File: src/rtl/i2c_crd_pkg.sv
package i2c_crd_pkg;

  typedef enum logic [2:0] {
    ST_IDLE,
    ST_ADDR,
    ST_REG,
    ST_ACK,
    ST_TX,
    ST_TXACK
  } crd_state_e;

  // One wire bit folded into an MSB-first CRC register.
  function automatic logic [7:0] crc_bit_step(input logic [7:0] cur,
                                              input logic       wire_bit,
                                              input logic [7:0] poly);
    logic fb;
    fb = cur[7] ^ wire_bit;
    return {cur[6:0], 1'b0} ^ (fb ? poly : 8'h00);
  endfunction

endpackage

File: src/rtl/i2c_crd_linemon.sv
module i2c_crd_linemon (
  input  logic clk,
  input  logic rst_n,
  input  logic scl,
  input  logic sda,
  output logic scl_rise,
  output logic scl_fall,
  output logic start_det,
  output logic stop_det
);
  logic scl_q, sda_q;

  always_ff @(posedge clk or negedge rst_n) begin
    if (!rst_n) begin
      scl_q <= 1'b1;
      sda_q <= 1'b1;
    end else begin
      scl_q <= scl;
      sda_q <= sda;
    end
  end

  assign scl_rise  = scl & ~scl_q;
  assign scl_fall  = ~scl & scl_q;
  assign start_det = scl & scl_q & sda_q & ~sda;
  assign stop_det  = scl & scl_q & ~sda_q & sda;
endmodule

File: src/rtl/i2c_crd_crc8.sv
module i2c_crd_crc8 #(
  parameter logic [7:0] POLY = 8'h07,
  parameter logic [7:0] INIT = 8'h00
) (
  input  logic       clk,
  input  logic       rst_n,
  input  logic       clr,
  input  logic       step,
  input  logic       bit_in,
  output logic [7:0] crc
);
  import i2c_crd_pkg::*;

  always_ff @(posedge clk or negedge rst_n) begin
    if (!rst_n)    crc <= INIT;
    else if (clr)  crc <= INIT;
    else if (step) crc <= crc_bit_step(crc, bit_in, POLY);
  end
endmodule

File: src/rtl/i2c_crc_read_target.sv
module i2c_crc_read_target #(
  parameter logic [6:0] DEV_ADDR = 7'h2C,
  parameter logic [7:0] CRC_POLY = 8'h07,
  parameter logic [7:0] CRC_INIT = 8'h00
) (
  input  logic       clk,
  input  logic       rst_n,
  input  logic       scl_i,
  input  logic       sda_i,
  output logic       sda_oe,
  input  logic       crc_en,
  output logic       reg_rd_en,
  output logic [7:0] reg_rd_addr,
  input  logic [7:0] reg_rd_data
);
  import i2c_crd_pkg::*;

  localparam int              CNT_W    = 4;
  localparam logic [CNT_W-1:0] BYTE_LEN = CNT_W'(8);

  crd_state_e       state, ack_nxt;
  logic [CNT_W-1:0] bit_cnt;
  logic [7:0]       rx_sh, tx_sh, ptr, nxt_data, crc_hold;
  logic             is_crc, mst_ack, fetch_q, fetch_d1;

  // named internal events
  logic       scl_rise, scl_fall, start_det, stop_det;
  logic       byte_done, addr_hit, data_done, crc_clr, crc_step, crc_in;
  logic [7:0] crc_val;

  i2c_crd_linemon u_mon (
    .clk(clk), .rst_n(rst_n), .scl(scl_i), .sda(sda_i),
    .scl_rise(scl_rise), .scl_fall(scl_fall),
    .start_det(start_det), .stop_det(stop_det)
  );

  assign byte_done = scl_fall && (bit_cnt == BYTE_LEN);
  assign addr_hit  = (rx_sh[7:1] == DEV_ADDR);
  assign data_done = byte_done && (state == ST_TX) && !is_crc;
  assign crc_clr   = stop_det || data_done;
  assign crc_step  = scl_rise && ((state == ST_ADDR) || (state == ST_REG) ||
                                  ((state == ST_TX) && !is_crc));
  assign crc_in    = (state == ST_TX) ? tx_sh[7] : sda_i;

  i2c_crd_crc8 #(.POLY(CRC_POLY), .INIT(CRC_INIT)) u_crc (
    .clk(clk), .rst_n(rst_n), .clr(crc_clr), .step(crc_step),
    .bit_in(crc_in), .crc(crc_val)
  );

  assign reg_rd_en   = fetch_q;
  assign reg_rd_addr = ptr;

  always_ff @(posedge clk or negedge rst_n) begin
    if (!rst_n) begin
      state    <= ST_IDLE;
      ack_nxt  <= ST_IDLE;
      bit_cnt  <= '0;
      rx_sh    <= '0;
      tx_sh    <= '0;
      ptr      <= '0;
      nxt_data <= '0;
      crc_hold <= '0;
      is_crc   <= 1'b0;
      mst_ack  <= 1'b0;
      fetch_q  <= 1'b0;
      fetch_d1 <= 1'b0;
      sda_oe   <= 1'b0;
    end else begin
      fetch_q  <= 1'b0;
      fetch_d1 <= fetch_q;
      if (fetch_d1) nxt_data <= reg_rd_data;

      if (start_det) begin
        state   <= ST_ADDR;
        bit_cnt <= '0;
        sda_oe  <= 1'b0;
      end else if (stop_det) begin
        state   <= ST_IDLE;
        bit_cnt <= '0;
        sda_oe  <= 1'b0;
      end else begin
        case (state)
          ST_ADDR, ST_REG: begin
            if (scl_rise) begin
              rx_sh   <= {rx_sh[6:0], sda_i};
              bit_cnt <= bit_cnt + 1'b1;
            end else if (byte_done) begin
              bit_cnt <= '0;
              if (state == ST_REG) begin
                ptr     <= rx_sh;
                sda_oe  <= 1'b1;
                state   <= ST_ACK;
                ack_nxt <= ST_IDLE;
              end else if (addr_hit) begin
                sda_oe  <= 1'b1;
                state   <= ST_ACK;
                ack_nxt <= rx_sh[0] ? ST_TX : ST_REG;
                fetch_q <= rx_sh[0];
              end else begin
                state <= ST_IDLE;
              end
            end
          end
          ST_ACK: begin
            if (scl_fall) begin
              state   <= ack_nxt;
              bit_cnt <= '0;
              is_crc  <= 1'b0;
              if (ack_nxt == ST_TX) begin
                tx_sh  <= nxt_data;
                sda_oe <= ~nxt_data[7];
              end else begin
                sda_oe <= 1'b0;
              end
            end
          end
          ST_TX: begin
            if (scl_rise) begin
              bit_cnt <= bit_cnt + 1'b1;
            end else if (byte_done) begin
              sda_oe  <= 1'b0;
              state   <= ST_TXACK;
              bit_cnt <= '0;
              if (!is_crc) begin
                crc_hold <= crc_val;
                ptr      <= ptr + 8'd1;
                fetch_q  <= 1'b1;
              end
            end else if (scl_fall) begin
              tx_sh  <= {tx_sh[6:0], 1'b0};
              sda_oe <= ~tx_sh[6];
            end
          end
          ST_TXACK: begin
            if (scl_rise) begin
              mst_ack <= ~sda_i;
            end else if (scl_fall) begin
              bit_cnt <= '0;
              if (!mst_ack) begin
                state  <= ST_IDLE;
                sda_oe <= 1'b0;
              end else if (!is_crc && crc_en) begin
                is_crc <= 1'b1;
                tx_sh  <= crc_hold;
                sda_oe <= ~crc_hold[7];
                state  <= ST_TX;
              end else begin
                is_crc <= 1'b0;
                tx_sh  <= nxt_data;
                sda_oe <= ~nxt_data[7];
                state  <= ST_TX;
              end
            end
          end
          default: ;
        endcase
      end
    end
  end

  // ---------------- assertions ----------------
  assert_oe_moves_scl_low_R11: assert property (@(posedge clk) disable iff (!rst_n)
    (sda_oe != $past(sda_oe)) |-> !scl_i);

  assert_release_host_ack_R11: assert property (@(posedge clk) disable iff (!rst_n)
    (state == ST_TXACK) |-> !sda_oe);

  assert_fetch_single_pulse_R4: assert property (@(posedge clk) disable iff (!rst_n)
    reg_rd_en |=> !reg_rd_en);

  assert_stop_goes_idle_R1: assert property (@(posedge clk) disable iff (!rst_n)
    stop_det |=> (state == ST_IDLE && !sda_oe));

  assert_start_clears_count_R1: assert property (@(posedge clk) disable iff (!rst_n)
    start_det |=> (state == ST_ADDR && bit_cnt == '0));

  assert_stop_clears_crc_R9: assert property (@(posedge clk) disable iff (!rst_n)
    stop_det |=> (crc_val == CRC_INIT));

  assert_ptr_advances_R5: assert property (@(posedge clk) disable iff (!rst_n)
    data_done |=> (ptr == $past(ptr) + 8'd1));

  assert_crc_nack_idle_R10: assert property (@(posedge clk) disable iff (!rst_n)
    (state == ST_TXACK && is_crc && scl_fall && !mst_ack && !start_det && !stop_det)
      |=> (state == ST_IDLE && !sda_oe));

endmodule

File: config.mk
export PLATFORM = sky130hd
export DESIGN_NAME = i2c_crc_read_target
export DESIGN_NICKNAME = d
export VERILOG_FILES = /design/src/rtl/i2c_crd_pkg.sv /design/src/rtl/i2c_crd_linemon.sv /design/src/rtl/i2c_crd_crc8.sv /design/src/rtl/i2c_crc_read_target.sv
export SDC_FILE = /design/constraint.sdc
export NUM_CORES = 1
export LEC_CHECK = 0
export ABC_AREA = 1
export CORE_MARGIN = 5
export CORE_UTILIZATION = 35
export CTS_CLUSTER_DIAMETER = 120
export DETAILED_ROUTE_END_ITERATION = 16
export GPL_TIMING_DRIVEN = 0
export PLACE_DENSITY = 0.59
export SLEW_MARGIN = 20
export SYNTH_ARGS = -nofsm -noshare
export SYNTH_HDL_FRONTEND = slang
export SYNTH_SLANG_ARGS = --single-unit
File: constraint.sdc
create_clock -name clk -period 1.9 [get_ports clk]
set_input_delay 0.285 -clock clk [delete_from_list [all_inputs] [get_ports clk]]
set_output_delay 0.285 -clock clk [all_outputs]
set_load 0.01 [all_outputs]
* Word level (Yosys, flattened, before mapping)
Cells that the tools add are included.
Storage, ports and cells: register bits after elaboration 65, bits in latches 0, memory bits (writable) 0, bits in read-only memories 0, output and inout bits 10, word-level logic and storage cells 174, memories kept 0
Operators by class: add/sub/neg operators 2, multipliers 0, div/mod/pow operators 0, order comparisons 0, equal/unequal tests 31, shift operators 0, mux-type cells 76, bitwise operators 20, reductions and logical operators 29
Operators by type and width (number):
- 2-to-1 mux 8 bit | 17
- 2-to-1 mux 3 bit | 14
- 2-to-1 mux 1 bit | 30
- inequality test 4 bit, second input constant | 7
- inequality test 2 bit, second input constant | 13
- 2-to-1 mux 4 bit | 6
- case mux 8 bit (3 select lines) | 1
- AND reduction 9 bit | 2
- case mux 8 bit (2 select lines) | 1
- case mux 3 bit (4 select lines) | 1
- case mux 4 bit (3 select lines) | 1
- AND reduction 6 bit | 2
- NOT 1 bit | 11
- AND reduction 11 bit | 1
- inequality test 5 bit, second input constant | 2
- == test 3 bit, second input constant | 3
- adder 8 x 1 -> 8 bit, second input constant | 1
- AND reduction 4 bit | 2
- AND reduction 8 bit | 1
- nonzero test 2 bit | 4
- XOR 8 bit | 1
- bitwise AND 1 bit | 7
- == test 7 x 6 -> 1 bit, second input constant | 1
- AND reduction 7 bit | 1
- 18 further kinds | 28

* Longest topological paths before layout
depth in word-level cells 9, gate-level depth with buffers 11, depth with buffers taken out 11

* Cells and area by module
A second synthesis with hierarchy kept.
Second synthesis, totals: cell total of the unflattened synthesis 428, area total of the unflattened synthesis 3435.8 um2
Modules (own cells, without submodules):
- i2c_crc_read_target | times used 1, cells an instance 373, area each 2977.9 um2
- i2c_crd_crc8 | times used 1, cells an instance 42, area each 364.1 um2
- i2c_crd_linemon | times used 1, cells an instance 13, area each 93.8 um2

* Worst setup path before layout
OpenSTA, ideal clock, no wires.
kind reg-to-reg, start point reg u_mon.scl_q, end point reg crc_hold[7], setup time 0.121 ns, data arrival time 1.431 ns, required time 1.779 ns, setup slack 0.349 ns, cell stages (with the launch flop) 9, buffers on the path 1, clock period less this slack 1.551 ns, path through dfstp_2 -> nand2_2 -> inv_1 -> nand3_1 -> nor2_4 -> nand2_4 -> buf_2 -> nand2_1 -> o21ai_1
Between the ends: longest elaborated chain between the ends 5, elaborated cells between the ends (all ways) 13
Ends and longest elaborated chain:
- start, declared | RTL line i2c_crd_linemon.sv:11 | logic scl_q, sda_q;
- start signal, assigned | RTL line i2c_crd_linemon.sv:18 | scl_q <= scl;
- bitwise AND 1 bit | RTL line i2c_crd_linemon.sv:25, i2c_crd_linemon.sv:26
- bitwise AND 1 bit (on tied branches) (2 in a row) | RTL line i2c_crd_linemon.sv:26, i2c_crd_linemon.sv:25
- NOT 1 bit (no source line)
- AND reduction 6 bit (no source line) (*)
- end signal, assigned | RTL line i2c_crc_read_target.sv:125 | crc_hold <= crc_val;
- end, declared | RTL line i2c_crc_read_target.sv:23 | logic [7:0] rx_sh, tx_sh, ptr, nxt_data, crc_hold;
Every way passes the cells marked *; elsewhere a longest branch is shown, timed or not. A chain may end at the register's enable or synchronous reset.

* Worst setup path in the final report
start point reg u_mon.scl_q, end point reg fetch_q, in the netlist reg_rd_en
Between the ends: longest elaborated chain between the ends 7, elaborated cells between the ends (all ways) 16
Ends and longest elaborated chain:
- bitwise AND 1 bit | RTL line i2c_crd_linemon.sv:24 | assign scl_fall = ~scl & scl_q;
- logical AND 1 bit | RTL line i2c_crc_read_target.sv:37 | assign byte_done = scl_fall && (bit_cnt == BYTE_LEN);
- 2-to-1 mux 1 bit (on tied branches) | RTL line i2c_crc_read_target.sv:120, i2c_crc_read_target.sv:87
- 2-to-1 mux 1 bit (on tied branches) | RTL line i2c_crc_read_target.sv:118, i2c_crc_read_target.sv:84
- case mux 1 bit (2 select lines) | RTL line i2c_crc_read_target.sv:82 | case (state)
- 2-to-1 mux 1 bit | RTL line i2c_crc_read_target.sv:77 | end else if (stop_det) begin
- 2-to-1 mux 1 bit (*) | RTL line i2c_crc_read_target.sv:73 | if (start_det) begin
- end signal, assigned | RTL line i2c_crc_read_target.sv:98 | fetch_q <= rx_sh[0];
- end, declared | RTL line i2c_crc_read_target.sv:24 | logic is_crc, mst_ack, fetch_q, fetch_d1;
Marks and branches as above.

==> flow_summary.toml <==
[status]
status = "complete, no violations"

[logic_synthesis]
synth-seq-cells = 64
yosysMostFrequentCell = "nand2_1"
syn_nets = 465
avgSynthCellArea_um2 = 7.744
ys_seq_area_share_pct = 46.13
async_reset_ff_share_pct = 100.0
synthCells = 449
synth_edf_count = 0
syn_area_um2 = 3477
yosys-top-cells-count = "nand2_1, dfrtp_1, inv_1"
synthDistinctLibCells = 34
ys.flop_type = "dfrtp_1"
synth_warnings = 0
synth.area.top_cells = "dfrtp_1, nand2_1, o21ai_0"
yosys.area.top_type_share_pct = 44.62
synth_top_cell_by_area = "dfrtp_1"

[route]
ant_nets = 0
via_count = 2952
drt_iter0_drc = 226
drt_wl_total_um = 8150
drt_first_pass_iters = 4
drcViolationCount = 0
routedWlPerCell_um = 13.12
vias_per_cell = 4.754

[pwr]
p_leak_nw = 1.940
p_sw_w = 0.0009042
power_frac_comb_pct = 16.3
seqPwrFrac_pct = 51.2
switching_share_pct = 29.86
internal_power_w = 0.002124
p_clk_share_pct = 32.4
ir_worst_vdd_uv = 371.4
powerDensity_nw_per_um2 = 747.0

[clock_network]
htreeDepth = 3
clk_latency_ps = 350
cts_buffers = 9
cts_num_sinks = 64
cts_setup_buffers = 0
path_clk_slew_ps = 60
clockBufferDepth = 2
cts_root_buffer = "clkbuf_8"
tritoncts = "done"

[floorplanning]
core_area_um2 = 9729
io_pins = 23
row_count = 36
die_x_um = 109.7
initial_utilization_pct = 35.74
die_height_um = 109.7
dieArea_um2 = 12030

[global_routing]
antenna_found_initial = 0
grtUsageTotal_pct = 14.95
grt_max_degree = 35
overflow = 0
grt_pass1_vias = 2874
grt_pass1_wl_um = 14030

[final_layout]
seq_area_um2 = 1604
area_delta_synth_final_pct = 16.59
utilization_pct = 41.67
final_nets = 500
layout-drive-gt1-share_pct = 10.86
multi_input_area_um2 = 1627
antenna_cells = 0
n_fill_cell = 1033

[critical_path]
cp.arrival_ps = 1980
worstSetupPathType = "reg2reg"
crit_path_start_kind = "flip-flop"
required_ps = 2130
cp-end-kind = "flip-flop"
path_max_fanout = 10
ff2ff_setup_slack_ps = 150

[worst_hold_path]
hold_class = "in2reg"

[sta]
slew_headroom_pct = 71.55
holdWs_ps = 400.5
setup_violations = 0
min_period_ps = 1748
fin_crit_sh_pct = 91.99
tns_ps = 0
clock-skew-final_ps = 9.530
fmax_mhz = 572.2
drv_slew = 0
final-hold-violation-count = 0
worst_slew_pin_slew_ps = 426.8

[placement]
io_buffers = 22
hpwl_um = 6023
gp_congestion = 0.8814

[job]
drv_cap = 0
==> per-layer routing <==
layer | global-route usage [%] | part of all wire (%) | routed length [um] | vias up
met4 | 4.987 | 1.8 | 144 | 0
met1 | 20.35 | 49 | 3956 | 1368
met3 | 3.699 | 4.3 | 353 | 14
met2 | 23.28 | 45 | 3695 | 62
li1 | - | - | - | 1508
met5 | 0 | 0 | 0 | -
==> power groups by stage <==
| stage | sequential [W] | clock, W | combinational [W] |
|---|---|---|---|
| 2_1_floorplan | 0.00156 | 0 | 0.000324 |
| 4_1_cts | 0.00155 | 0.00101 | 0.000499 |
| 3_5_place_dp | 0.00158 | 0 | 0.000496 |
| 3_3_place_gp | 0.00157 | 0 | 0.000479 |
| 6_report | 0.00155 | 0.000981 | 0.000495 |
| 5_1_grt | 0.00156 | 0.00106 | 0.000574 |
==> critical path, stage by stage (launching register included) <==
cell and delay (ps):
dfstp_2 550, nand2_2 120, inv_1 130, nand3_2 170, nor2_4 200, nand2_4 110, buf_2 210, o21ai_0 140
==> sequential cells by signal, indices dropped and copies added, names as in the netlist <==
name / count
rx_sh: 8
reg_rd_en: 1
u_crc.crc: 8
is_crc: 1
crc_hold: 8
nxt_data: 8
u_mon.scl_q: 1
fetch_d1: 1
u_mon.sda_q: 1
tx_sh: 8
state: 3
mst_ack: 1
bit_cnt: 4
reg_rd_addr: 8
ack_nxt: 2
sda_oe: 1
==> cell type report <==
class,count,share of cell area (%)
Multi-Input combinational cell,325,40.12
Sequential cell,64,39.57
Timing Repair Buffer,24,6.111
Inverter,49,4.537
Tap cell,133,4.105
Clock buffer,11,3.241
Buffer,11,1.759
Clock inverter,4,0.5556
==> worst paths after layout <==
| kind | depth (start not counted) | from | to |
|---|---|---|---|
| worst max-delay path | 7 | u_mon.scl_q$_DFF_PN1_ | reg_rd_en$_DFF_PN0_ |
| worst min-delay path | 1 | sda_i | u_mon.sda_q$_DFF_PN1_ |
| worst max register to register | 7 | u_mon.scl_q$_DFF_PN1_ | reg_rd_en$_DFF_PN0_ |
| worst min register to register | 0 | reg_rd_en$_DFF_PN0_ | fetch_d1$_DFF_PN0_ |
| max in group asynchronous | 3 | rst_n | u_mon.sda_q$_DFF_PN1_ |
| min in group asynchronous | 2 | rst_n | tx_sh[2]$_DFFE_PN0P_ |
==> through the flow <==
step	worst slack [ps]	power (W)	instance area (um2)	std cells
global route	-3.560	0.003198	4054	621
finish	152.2	0.003028	4054	621
detailed placement	-263.4	0.002073	3881	605
floorplan	348.7	0.001887	3477	449
CTS	45.48	0.003056	4045	621
global placement	-1649	0.002051	3864	604
==> cell families after synthesis <==
kind of cell               synth area share [%]
AOI/OAI and AO/OA                         12.85
xor gates and xnor gates                  1.511
adders and majority gates                 1.080
buffers and inverters                     7.305
DFF                                       46.13
and+or+nand+nor                           31.13
==> repair_timing <==
action / CTS / global route
endpoints found under the setup margin: 0 / 29
gates resized for setup: 0 / 4
hold buffers: 1 / 0
hold endpoints to repair: 30 / 0
==> layout by cell type, fill, tap and decap left out, drive strengths merged <==
cell type and count:
ha 3, clkdlybuf4s50 21, nor2b 1, dfstp 2
nand4 1, o41ai 1, nand3 37, clkbuf 14
inv 49, o22ai 3, a22oi 1, nor3 3
dlygate4sd3 1, clkinv 3, xnor2 1, o211ai 6
buf 10, a21oi 12, nand2b 1, o221ai 1
dfrtp 62, clkinvlp 1, o21ai 53, nor2 36
xor2 5, nand2 160
Power figures use the tool's default switching activity.
